--- src/rtl/lfs_pkg.sv ---
package lfs_pkg;

   localparam int TABLE_LEN = 9;
   localparam int LANE_UNIT_BW = 27000;

   typedef enum logic [2:0] {
      ST_IDLE,
      ST_SEARCH,
      ST_PRESENT,
      ST_PASS,
      ST_EXHAUST
   } lfs_state_e;

   // Lane count per candidate, descending total rate order.
   function automatic logic [31:0] tbl_lanes(input int i);
      case (i)
         0, 1, 3:    return 32'd4;
         2, 4, 6:    return 32'd2;
         5, 7, 8:    return 32'd1;
         default:    return 32'd0;
      endcase
   endfunction

   // Per-lane bandwidth code per candidate.
   function automatic logic [31:0] tbl_code(input int i);
      case (i)
         0, 2, 5:    return 32'h14;
         1, 4, 7:    return 32'h0a;
         3, 6, 8:    return 32'h06;
         default:    return 32'h00;
      endcase
   endfunction

   // Total rate is lanes times code times the unit bandwidth.
   function automatic logic [31:0] tbl_rate(input int i);
      return tbl_lanes(i) * tbl_code(i) * 32'(LANE_UNIT_BW);
   endfunction

endpackage

--- src/rtl/lfs_clamp.sv ---
module lfs_clamp #(
   parameter int W = 8
) (
   input  logic [W-1:0] lim_a,
   input  logic [W-1:0] lim_b,
   output logic [W-1:0] lim_min
);
   assign lim_min = (lim_a < lim_b) ? lim_a : lim_b;
endmodule

--- src/rtl/lfs_fit_mask.sv ---
module lfs_fit_mask #(
   parameter int LANE_W = 5,
   parameter int CODE_W = 8,
   parameter int N      = lfs_pkg::TABLE_LEN,
   parameter int FIT_W  = 16
) (
   input  logic [LANE_W-1:0] eff_lanes,
   input  logic [CODE_W-1:0] eff_code,
   output logic [FIT_W-1:0]  fit
);
   for (genvar i = 0; i < FIT_W; i++) begin : g_fit
      if (i < N) begin : g_entry
         assign fit[i] = (lfs_pkg::tbl_lanes(i) <= 32'(eff_lanes)) &&
                         (lfs_pkg::tbl_code(i)  <= 32'(eff_code));
      end else begin : g_end
         // End of list and beyond always stop the walk.
         assign fit[i] = 1'b1;
      end
   end
endmodule

--- src/rtl/lfs_start_pick.sv ---
module lfs_start_pick #(
   parameter int RATE_W       = 32,
   parameter int N            = lfs_pkg::TABLE_LEN,
   parameter int IDX_W        = 4,
   parameter bit USE_MIN_RATE = 1'b1
) (
   input  logic [RATE_W-1:0] req_rate,
   output logic [IDX_W-1:0]  start_idx
);
   localparam int NEED_W = RATE_W + 4;

   if (USE_MIN_RATE) begin : g_min_rate
      logic [NEED_W-1:0] need;
      logic [N-1:0]      meets;

      // Payload rate widened by the 8b/10b line code.
      assign need = NEED_W'(req_rate >> 3) * NEED_W'(10);

      for (genvar j = 0; j < N; j++) begin : g_meet
         assign meets[j] = (NEED_W'(lfs_pkg::tbl_rate(j)) >= need);
      end

      always_comb begin
         logic run;
         start_idx = '0;
         run       = 1'b1;
         if (req_rate != '0) begin
            for (int j = 1; j < N; j++) begin
               if (run && meets[j]) start_idx = IDX_W'(j);
               else                 run = 1'b0;
            end
         end
      end
   end else begin : g_top_only
      logic unused_req;
      assign unused_req = ^req_rate;
      assign start_idx  = '0;
   end
endmodule

--- src/rtl/link_fallback_sel.sv ---
module link_fallback_sel #(
   parameter int LANE_W       = 5,
   parameter int CODE_W       = 8,
   parameter int RATE_W       = 32,
   parameter bit USE_MIN_RATE = 1'b1,
   parameter int N            = lfs_pkg::TABLE_LEN,
   parameter int IDX_W        = $clog2(N + 1)
) (
   input  logic              clk,
   input  logic              rst_n,
   input  logic              start,
   input  logic              train_fail,
   input  logic              train_pass,
   input  logic [LANE_W-1:0] sink_max_lanes,
   input  logic [CODE_W-1:0] sink_max_code,
   input  logic [LANE_W-1:0] enc_max_lanes,
   input  logic [CODE_W-1:0] enc_max_code,
   input  logic [RATE_W-1:0] req_rate,
   output logic              cfg_valid,
   output logic [IDX_W-1:0]  cfg_index,
   output logic [LANE_W-1:0] cfg_lanes,
   output logic [CODE_W-1:0] cfg_code,
   output logic [RATE_W-1:0] cfg_lane_bw,
   output logic [RATE_W-1:0] cfg_rate,
   output logic              done_ok,
   output logic              done_fail
);
   import lfs_pkg::*;

   localparam int FIT_W = 1 << IDX_W;
   localparam int CNT_W = IDX_W + 1;

   // Elaboration checks on parameter choices.
   if (LANE_W < 3) begin : g_chk_lane
      $error("LANE_W too small for a lane count of 4");
   end
   if (CODE_W < 5) begin : g_chk_code
      $error("CODE_W too small for code 0x14");
   end
   if (RATE_W < 22) begin : g_chk_rate
      $error("RATE_W too small for the highest total rate");
   end
   if (N != TABLE_LEN) begin : g_chk_len
      $error("N must equal the candidate list length");
   end

   lfs_state_e        state;
   logic [IDX_W-1:0]  idx;
   logic [LANE_W-1:0] lim_lanes, clamp_lanes;
   logic [CODE_W-1:0] lim_code, clamp_code;
   logic [IDX_W-1:0]  start_idx;
   logic [FIT_W-1:0]  fit;
   logic [CNT_W-1:0]  srch_cnt;
   logic              at_end, show;

   lfs_clamp #(.W(LANE_W)) u_clamp_lanes (
      .lim_a   (sink_max_lanes),
      .lim_b   (enc_max_lanes),
      .lim_min (clamp_lanes)
   );

   lfs_clamp #(.W(CODE_W)) u_clamp_code (
      .lim_a   (sink_max_code),
      .lim_b   (enc_max_code),
      .lim_min (clamp_code)
   );

   lfs_start_pick #(
      .RATE_W       (RATE_W),
      .N            (N),
      .IDX_W        (IDX_W),
      .USE_MIN_RATE (USE_MIN_RATE)
   ) u_start (
      .req_rate  (req_rate),
      .start_idx (start_idx)
   );

   lfs_fit_mask #(
      .LANE_W (LANE_W),
      .CODE_W (CODE_W),
      .N      (N),
      .FIT_W  (FIT_W)
   ) u_fit (
      .eff_lanes (lim_lanes),
      .eff_code  (lim_code),
      .fit       (fit)
   );

   assign at_end = (idx >= IDX_W'(N));

   always_ff @(posedge clk or negedge rst_n) begin
      if (!rst_n) begin
         state     <= ST_IDLE;
         idx       <= '0;
         lim_lanes <= '0;
         lim_code  <= '0;
      end else if (start) begin
         state     <= ST_SEARCH;
         idx       <= start_idx;
         lim_lanes <= clamp_lanes;
         lim_code  <= clamp_code;
      end else begin
         case (state)
            ST_SEARCH: begin
               if (at_end)        state <= ST_EXHAUST;
               else if (fit[idx]) state <= ST_PRESENT;
               else               idx   <= idx + IDX_W'(1);
            end
            ST_PRESENT: begin
               if (train_pass) begin
                  state <= ST_PASS;
               end else if (train_fail) begin
                  state <= ST_SEARCH;
                  idx   <= idx + IDX_W'(1);
               end
            end
            default: ;
         endcase
      end
   end

   // Cycles spent walking, used only by the latency bound check.
   always_ff @(posedge clk or negedge rst_n) begin
      if (!rst_n)                    srch_cnt <= '0;
      else if (state == ST_SEARCH)   srch_cnt <= srch_cnt + CNT_W'(1);
      else                           srch_cnt <= '0;
   end

   assign show        = (state == ST_PRESENT) || (state == ST_PASS);
   assign cfg_valid   = (state == ST_PRESENT);
   assign done_ok     = (state == ST_PASS);
   assign done_fail   = (state == ST_EXHAUST);
   assign cfg_index   = show ? idx : '0;
   assign cfg_lanes   = show ? LANE_W'(tbl_lanes(int'(idx))) : '0;
   assign cfg_code    = show ? CODE_W'(tbl_code(int'(idx)))  : '0;
   assign cfg_lane_bw = show ? RATE_W'(tbl_code(int'(idx)) * 32'(LANE_UNIT_BW)) : '0;
   assign cfg_rate    = show ? RATE_W'(tbl_rate(int'(idx))) : '0;

   // An offered candidate respects the limits captured at start.
   assert_valid_fits_R3: assert property (@(posedge clk) disable iff (!rst_n)
      cfg_valid |-> (cfg_lanes <= lim_lanes) && (cfg_code <= lim_code));

   // A failure moves away from the shown candidate.
   assert_fail_moves_R7: assert property (@(posedge clk) disable iff (!rst_n)
      (cfg_valid && train_fail && !train_pass && !start) |=> !cfg_valid);

   // A pass freezes the shown candidate.
   assert_pass_holds_R7: assert property (@(posedge clk) disable iff (!rst_n)
      (cfg_valid && train_pass && !start) |=> (done_ok && $stable(cfg_index)));

   // Terminal states never overlap with an offer.
   assert_end_exclusive_R8: assert property (@(posedge clk) disable iff (!rst_n)
      !(done_fail && (cfg_valid || done_ok)));

   // Walk never takes more clocks than list entries plus the end.
   assert_walk_bound_R9: assert property (@(posedge clk) disable iff (!rst_n)
      srch_cnt <= CNT_W'(N + 1));

   // Done states persist until a new start.
   assert_done_sticky_R10: assert property (@(posedge clk) disable iff (!rst_n)
      ((done_fail || done_ok) && !start) |=> $stable({done_fail, done_ok}));

endmodule

--- config.mk ---
export PLATFORM = sky130hd
export DESIGN_NAME = link_fallback_sel
export DESIGN_NICKNAME = d
export VERILOG_FILES = /design/src/rtl/lfs_pkg.sv /design/src/rtl/lfs_clamp.sv /design/src/rtl/lfs_fit_mask.sv /design/src/rtl/lfs_start_pick.sv /design/src/rtl/link_fallback_sel.sv
export SDC_FILE = /design/constraint.sdc
export NUM_CORES = 1
export LEC_CHECK = 0
export ABC_AREA = 1
export BUFFER_PORTS_ARGS = -buffer_cell sky130_fd_sc_hd__buf_2
export CORE_MARGIN = 8
export CORE_UTILIZATION = 35
export DETAILED_ROUTE_END_ITERATION = 10
export SLEW_MARGIN = 30
export SYNTH_ARGS = -nofsm -noshare
export SYNTH_HDL_FRONTEND = slang
export SYNTH_SLANG_ARGS = --single-unit
--- constraint.sdc ---
create_clock -name clk -period 8.2 [get_ports clk]
set_input_delay 0.82 -clock clk [delete_from_list [all_inputs] [get_ports clk]]
set_output_delay 0.82 -clock clk [all_outputs]
set_load 0.02 [all_outputs]
Word-level counts from Yosys, hierarchy flattened:

Memories as Yosys holds them, arrays and structs flattened.
Cells that the tools add are included.

* $add $sub $neg: 1
* multipliers: 4
* div/mod/pow operators: 0
* $lt $le $gt $ge: 16
* equal/unequal tests: 10
* shift-type cells: 0
* mux-type cells: 44
* bitwise operators: 0
* reductions and logical operators: 21

Operators by type and width (number)
* 19-bit by 36-bit greater-or-equal comparator with 1-bit output, first input constant: 2
* 20-bit by 36-bit greater-or-equal comparator with 1-bit output, first input constant: 2
* 32-bit by 12-bit multiplier with 29-bit output, second input constant: 2
* 32-bit 2-to-1 mux: 2
* 18-bit by 36-bit greater-or-equal comparator with 1-bit output, first input constant: 1
* 21-bit by 36-bit greater-or-equal comparator with 1-bit output, first input constant: 1
* 29-bit by 3-bit multiplier with 32-bit output, second input constant: 1
* 32-bit by 32-bit multiplier with 32-bit output: 1
* 4-bit 2-to-1 mux: 8
* 32-bit nonzero test: 1
* 3-bit 2-to-1 mux: 9
* 1-bit logical AND: 16
* 1-bit 2-to-1 mux: 16
* 8-bit 2-to-1 mux: 2
* 3-bit != test, second input constant: 4
* 5-bit 2-to-1 mux: 2
* 3-bit by 8-bit less-or-equal comparator with 1-bit output, first input constant: 1
* 4-bit by 8-bit less-or-equal comparator with 1-bit output, first input constant: 1
* 5-bit by 8-bit less-or-equal comparator with 1-bit output, first input constant: 1
* 8-bit less-than comparator: 1
* 4-bit != test, second input constant: 2
* 4-bit one-hot mux with 2 select lines: 1
* 3-bit by 2-bit equality test with 1-bit output, second input constant: 2
* 3-bit one-hot mux with 2 select lines: 1
* 15 further kinds: 16

* bits in registers: 20
* latch bits: 0
* RAM bits: 0
* memory bits (read-only): 288
* input port bits: 63
* memories: 5

Memories
* (name not given): words 16, bits a word 4, rd ports 1, clocked after Yosys merged registers in 0, wr ports 0, line lfs_pkg.sv:26 `case (i)`
* (name not given): words 16, bits a word 4, rd ports 1, clocked after Yosys merged registers in 0, wr ports 0, line lfs_pkg.sv:26
* (name not given): words 16, bits a word 4, rd ports 1, clocked after Yosys merged registers in 0, wr ports 0, line lfs_pkg.sv:26
* (name not given): words 16, bits a word 3, rd ports 1, clocked after Yosys merged registers in 0, wr ports 0, line lfs_pkg.sv:16 `case (i)`
* (name not given): words 16, bits a word 3, rd ports 1, clocked after Yosys merged registers in 0, wr ports 0, line lfs_pkg.sv:16

Depth between registers and ports, before layout:

* depth after elaboration: 26
* mapped depth: 40
* mapped depth without buffers: 40

Modules after synthesis:

From an unflattened synthesis, not the netlist that was laid out.

* cell total of the unflattened synthesis: 1654
* area total of the unflattened synthesis: 10098.4 um^2

By module, submodules not included
* link_fallback_sel: instances 1, cells each 866, area an instance 6100.9 um^2, sequential area each 500.5 um^2
* lfs_start_pick: instances 1, cells each 656, area an instance 3276.9 um^2, sequential area each 0.0 um^2
* lfs_clamp (u_clamp_code): instances 1, cells each 57, area an instance 317.8 um^2, sequential area each 0.0 um^2
* lfs_clamp (u_clamp_lanes): instances 1, cells each 36, area an instance 209.0 um^2, sequential area each 0.0 um^2
* lfs_fit_mask: instances 1, cells each 39, area an instance 193.9 um^2, sequential area each 0.0 um^2

Worst setup path after synthesis:

No wires, ideal clock.

* path kind: register to output
* start point: reg idx[1]
* end point: out cfg_rate[22]
* arrival time: 7.994 ns
* data required time: 7.380 ns
* setup slack: -0.614 ns
* stages on the path, launching flop included: 35
* path buffers: 0
* path through: dfrtp_1 -> inv_1 -> ha_1 -> inv_1 -> o21ai_0 -> nor2_1 -> inv_1 -> nor2_1 -> fa_1 -> ha_1 -> ha_1 -> ha_1 -> ha_1 -> fa_1 -> nand2_1 -> inv_1 -> o21ai_0 -> inv_1 -> ha_1 -> ha_1 -> inv_1 -> fa_1 -> inv_1 -> fa_1 -> inv_1 -> fa_1 -> inv_1 -> ha_1 -> a21oi_1 -> o21a_1 -> inv_1 -> a21oi_1 -> nand2_1 -> nand2_1 -> nor3b_1

* cells in the longest elaborated chain, start to end: 4

RTL lines
* start: declaration: line link_fallback_sel.sv:48 `logic [IDX_W-1:0] idx;`
* start signal: assignment: line link_fallback_sel.sv:99 `idx <= start_idx;`
* start signal: assignment: line link_fallback_sel.sv:107 `else idx <= idx + IDX_W'(1);`
* start signal: assignment: line link_fallback_sel.sv:114 `idx <= idx + IDX_W'(1);`
* memory 16 x 3 bit / memory 16 x 4 bit (equally long branches)
* 32-bit by 32-bit multiplier with 32-bit output *: line lfs_pkg.sv:36 `return tbl_lanes(i) * tbl_code(i) * 32'(LANE_UNIT_BW);`
* 32-bit by 12-bit multiplier with 29-bit output *: line lfs_pkg.sv:36
* 32-bit 2-to-1 mux *: line link_fallback_sel.sv:137 `assign cfg_rate = show ? RATE_W'(tbl_rate(int'(idx))) : '0;`
* end: declaration: line link_fallback_sel.sv:24 `output logic [RATE_W-1:0] cfg_rate,`

Mark *: on every way between the ends. The rest lies on a longest branch, timed or not.

Worst setup path after layout:

* start point: reg idx[1]
* end point: out cfg_rate[25]

The elaborated chain is that of the path after synthesis.

==> run summary <==
status -> completed
die area -> 32,600 sq um
GR Overflow Total -> 0
register bit total from synthesis -> 20
hold depth -> 2
Fin. Hold Viols -> 0
worst min path class -> flip-flop to flip-flop
met3 Usage GRT -> 0.0113
reg2reg end -> idx[0]$_DFFE_PN0P_
Iteration-0 DRC Markers -> 464
R2R depth -> 9
clock skew -> 0.00167 ns
Vias/cell -> 4.76
pre-CTS WS -> -0.0729 ns
Critical-path top delay cell -> fa_1
Post-Syn Area -> 9480 sq um
hold buffers post-CTS -> 0
clock period minus worst slack -> 8.17 ns
Yosys top cell area share -> 0.283
Worst Hold Launch -> lim_lanes[1]$_DFFE_PN0P_
Row Count -> 60
MaxCap Viol Count -> 0
Synth Flop Type -> dfrtp_1
ant diodes -> 0
Syn Area/Cell -> 6.31 sq um
Via Count -> 9,544
register area share after synthesis -> 0.0528
antenna-violating nets left -> 0
CTS Buf Count -> 3
vias in the first global route -> 9,624
YS warnings -> 0
htree depth -> 1
clock-pin slew on the worst setup and hold paths -> 0.05 ns
wire per inst -> 12.7 microns
Critical Path RT -> 7.38 ns
non-filler cells, final -> 2,003
top cells by area, synth -> ha_1 (28%), nand2_1 (14%), inv_1 (12%)
Post-synth ARST share -> 1.00
fin nets -> 1,982
WHS -> 0.481 ns
Worst Setup Slack, final -> 0.0332 ns
Skew-Pair Late Insertion Delay -> 0.25 ns
area grow syn2layout -> 19.9%
Critical Path End Type -> output port
placer congestion estimate -> 0.913
EDFF count, synth -> 0
global-route wire length before repair -> 43.1 mm
GR Util met1 -> 0.191
RSZ-0062 raised after global routing -> true
final period utilization -> 0.996
Fmax -> 122 MHz
Final Core Density -> 0.424
Most common cell on crit path -> buf_4
clk sink count -> 20
largest net degree at the start of global routing -> 37
gr busiest metal -> met2
final wirelength -> 25.5 mm
CP Data Arrival Time -> 7.35 ns
R2R Path Start -> state[2]$_DFFE_PN0P_
Die Y-Extent -> 181 microns
Slew @ Worst Pin -> 0.950 ns
DP Cell Count -> 1,974
Clock Tree Root -> clkbuf_16
drt first pass iters -> 5
IO Count -> 147
layout cells sized above 1 -> 0.189
Crit path largest cell delay -> 0.51 ns
clk buf depth -> 2
antenna violations before repair -> 0
DRC Markers -> 0
Yosys top cell by area -> ha_1
quantity of I/O buffers inserted on ports -> 117
CP Max Fanout -> 7
post-synth cell types -> 41
die width -> 181 microns
CP startpoint kind -> flip-flop
R2R Setup Slk -> 5.23 ns
core area -> 26,800 sq um
setup violators final -> 0
GR Util All Layers -> 0.152
CTS tree -> yes
most common cell in the synthesized netlist -> nand2_1
Synth top cells by count -> nand2_1 (358), inv_1 (307), ha_1 (214)
Rel. slew slack -> 0.366
crit path kind -> flip-flop to output port
Final HPWL DP -> 21.7 mm
Hold Path Sink -> lim_lanes[1]$_DFFE_PN0P_
Max Slew Vio Count -> 0
Initial Utilization -> 0.354
Global Route met2 Usage -> 0.277
Syn Inst Count -> 1,502
worst max path at each step:
stage	from	slack, ns	end
after floorplan	idx[0]$_DFFE_PN0P_	0.02	cfg_rate[26]
after global placement	idx[0]$_DFFE_PN0P_	0.05	cfg_rate[26]
after detailed placement	idx[0]$_DFFE_PN0P_	-0.07	cfg_rate[26]
after CTS	idx[1]$_DFFE_PN0P_	0.01	cfg_rate[25]
after global routing	idx[1]$_DFFE_PN0P_	-0.27	cfg_rate[26]
final	idx[1]$_DFFE_PN0P_	0.03	cfg_rate[25]
repair_timing:
item | in CTS | in global routing
resized for setup | 35 | 62
endpoints found under the setup margin | 9 | 12
hold endpoints to repair | 0 | 0
setup buffers | 16 | 8
pin swaps | 27 | 49
cells in the final DEF (no fill, tap or decap), types with 3 or more instances in the layout:
cell,instances
a21oi_2,11
or2_2,3
ha_4,22
nor2_1,141
nor4_1,9
clkbuf_16,3
a31oi_1,5
o21ai_1,5
a21oi_1,83
buf_6,7
ha_1,190
inv_1,291
nand2_2,17
o21a_1,7
o21bai_1,3
buf_4,50
nand3_2,13
nand2_1,350
inv_2,22
buf_2,112
o31ai_1,3
xor2_1,4
o21ai_0,46
nor2_4,7
dfrtp_1,18
nand4_1,25
xnor2_1,4
nor3_1,11
nand3_1,68
o211ai_1,6
xor2_2,3
nor2_2,21
conb_1,29
fa_1,40
registers in the layout, summed over array words and instances (netlist names):
signal and cells:
lim_code 8, idx 4, state 3, lim_lanes 5
stage by stage:
stage          setup TNS (ns)  area, sq um
5_1_grt                 -1.43        11400
4_1_cts                     0        11000
2_1_floorplan               0         9650
6_report                    0        11400
3_5_place_dp          -0.0772        10600
3_3_place_gp                0        10600
kinds of logic (layout without fill, tap and decap cells):
kind of cell | after synthesis | after routing | synth area share
other | 1 | 29 | 0.000396
adders and majority gates | 256 | 256 | 0.371
buffers and inverters | 358 | 490 | 0.154
xor gates and xnor gates | 13 | 13 | 0.0120
and+or+nand+nor | 678 | 678 | 0.309
AOI/OAI and AO/OA | 176 | 176 | 0.101
DFF | 20 | 20 | 0.0528
critical path, delay by kind of cell, from the launching register on:
family | cells | cell delay, ns
buffers and inverters | 16 | 1.74
and+or+nand+nor | 7 | 0.71
AOI/OAI and AO/OA | 5 | 0.92
adders and majority gates | 11 | 3.16
DFF | 1 | 0.42
xor gates and xnor gates | 1 | 0.15
area by class of cell:
type                            instances  area [sq um]
Clock inverter                          1          30.0
Timing Repair Buffer                  169          1010
Clock buffer                            3          75.1
Multi-Input combinational cell       1152          8120
Tap cell                              341           427
Inverter                              317          1190
Fill cell                            2841         15400
Sequential cell                        20           503
per-layer routing:
metal / vias up / share of wire
li1: 5028 / -
met1: 4285 / 0.47
met2: 192 / 0.48
met3: 39 / 0.030
met4: 0 / 0.020
met5: - / 0
Power is left out: the tool's default activity adds up to more than one toggle a clock period on the data nets, which glitch-free logic cannot reach.
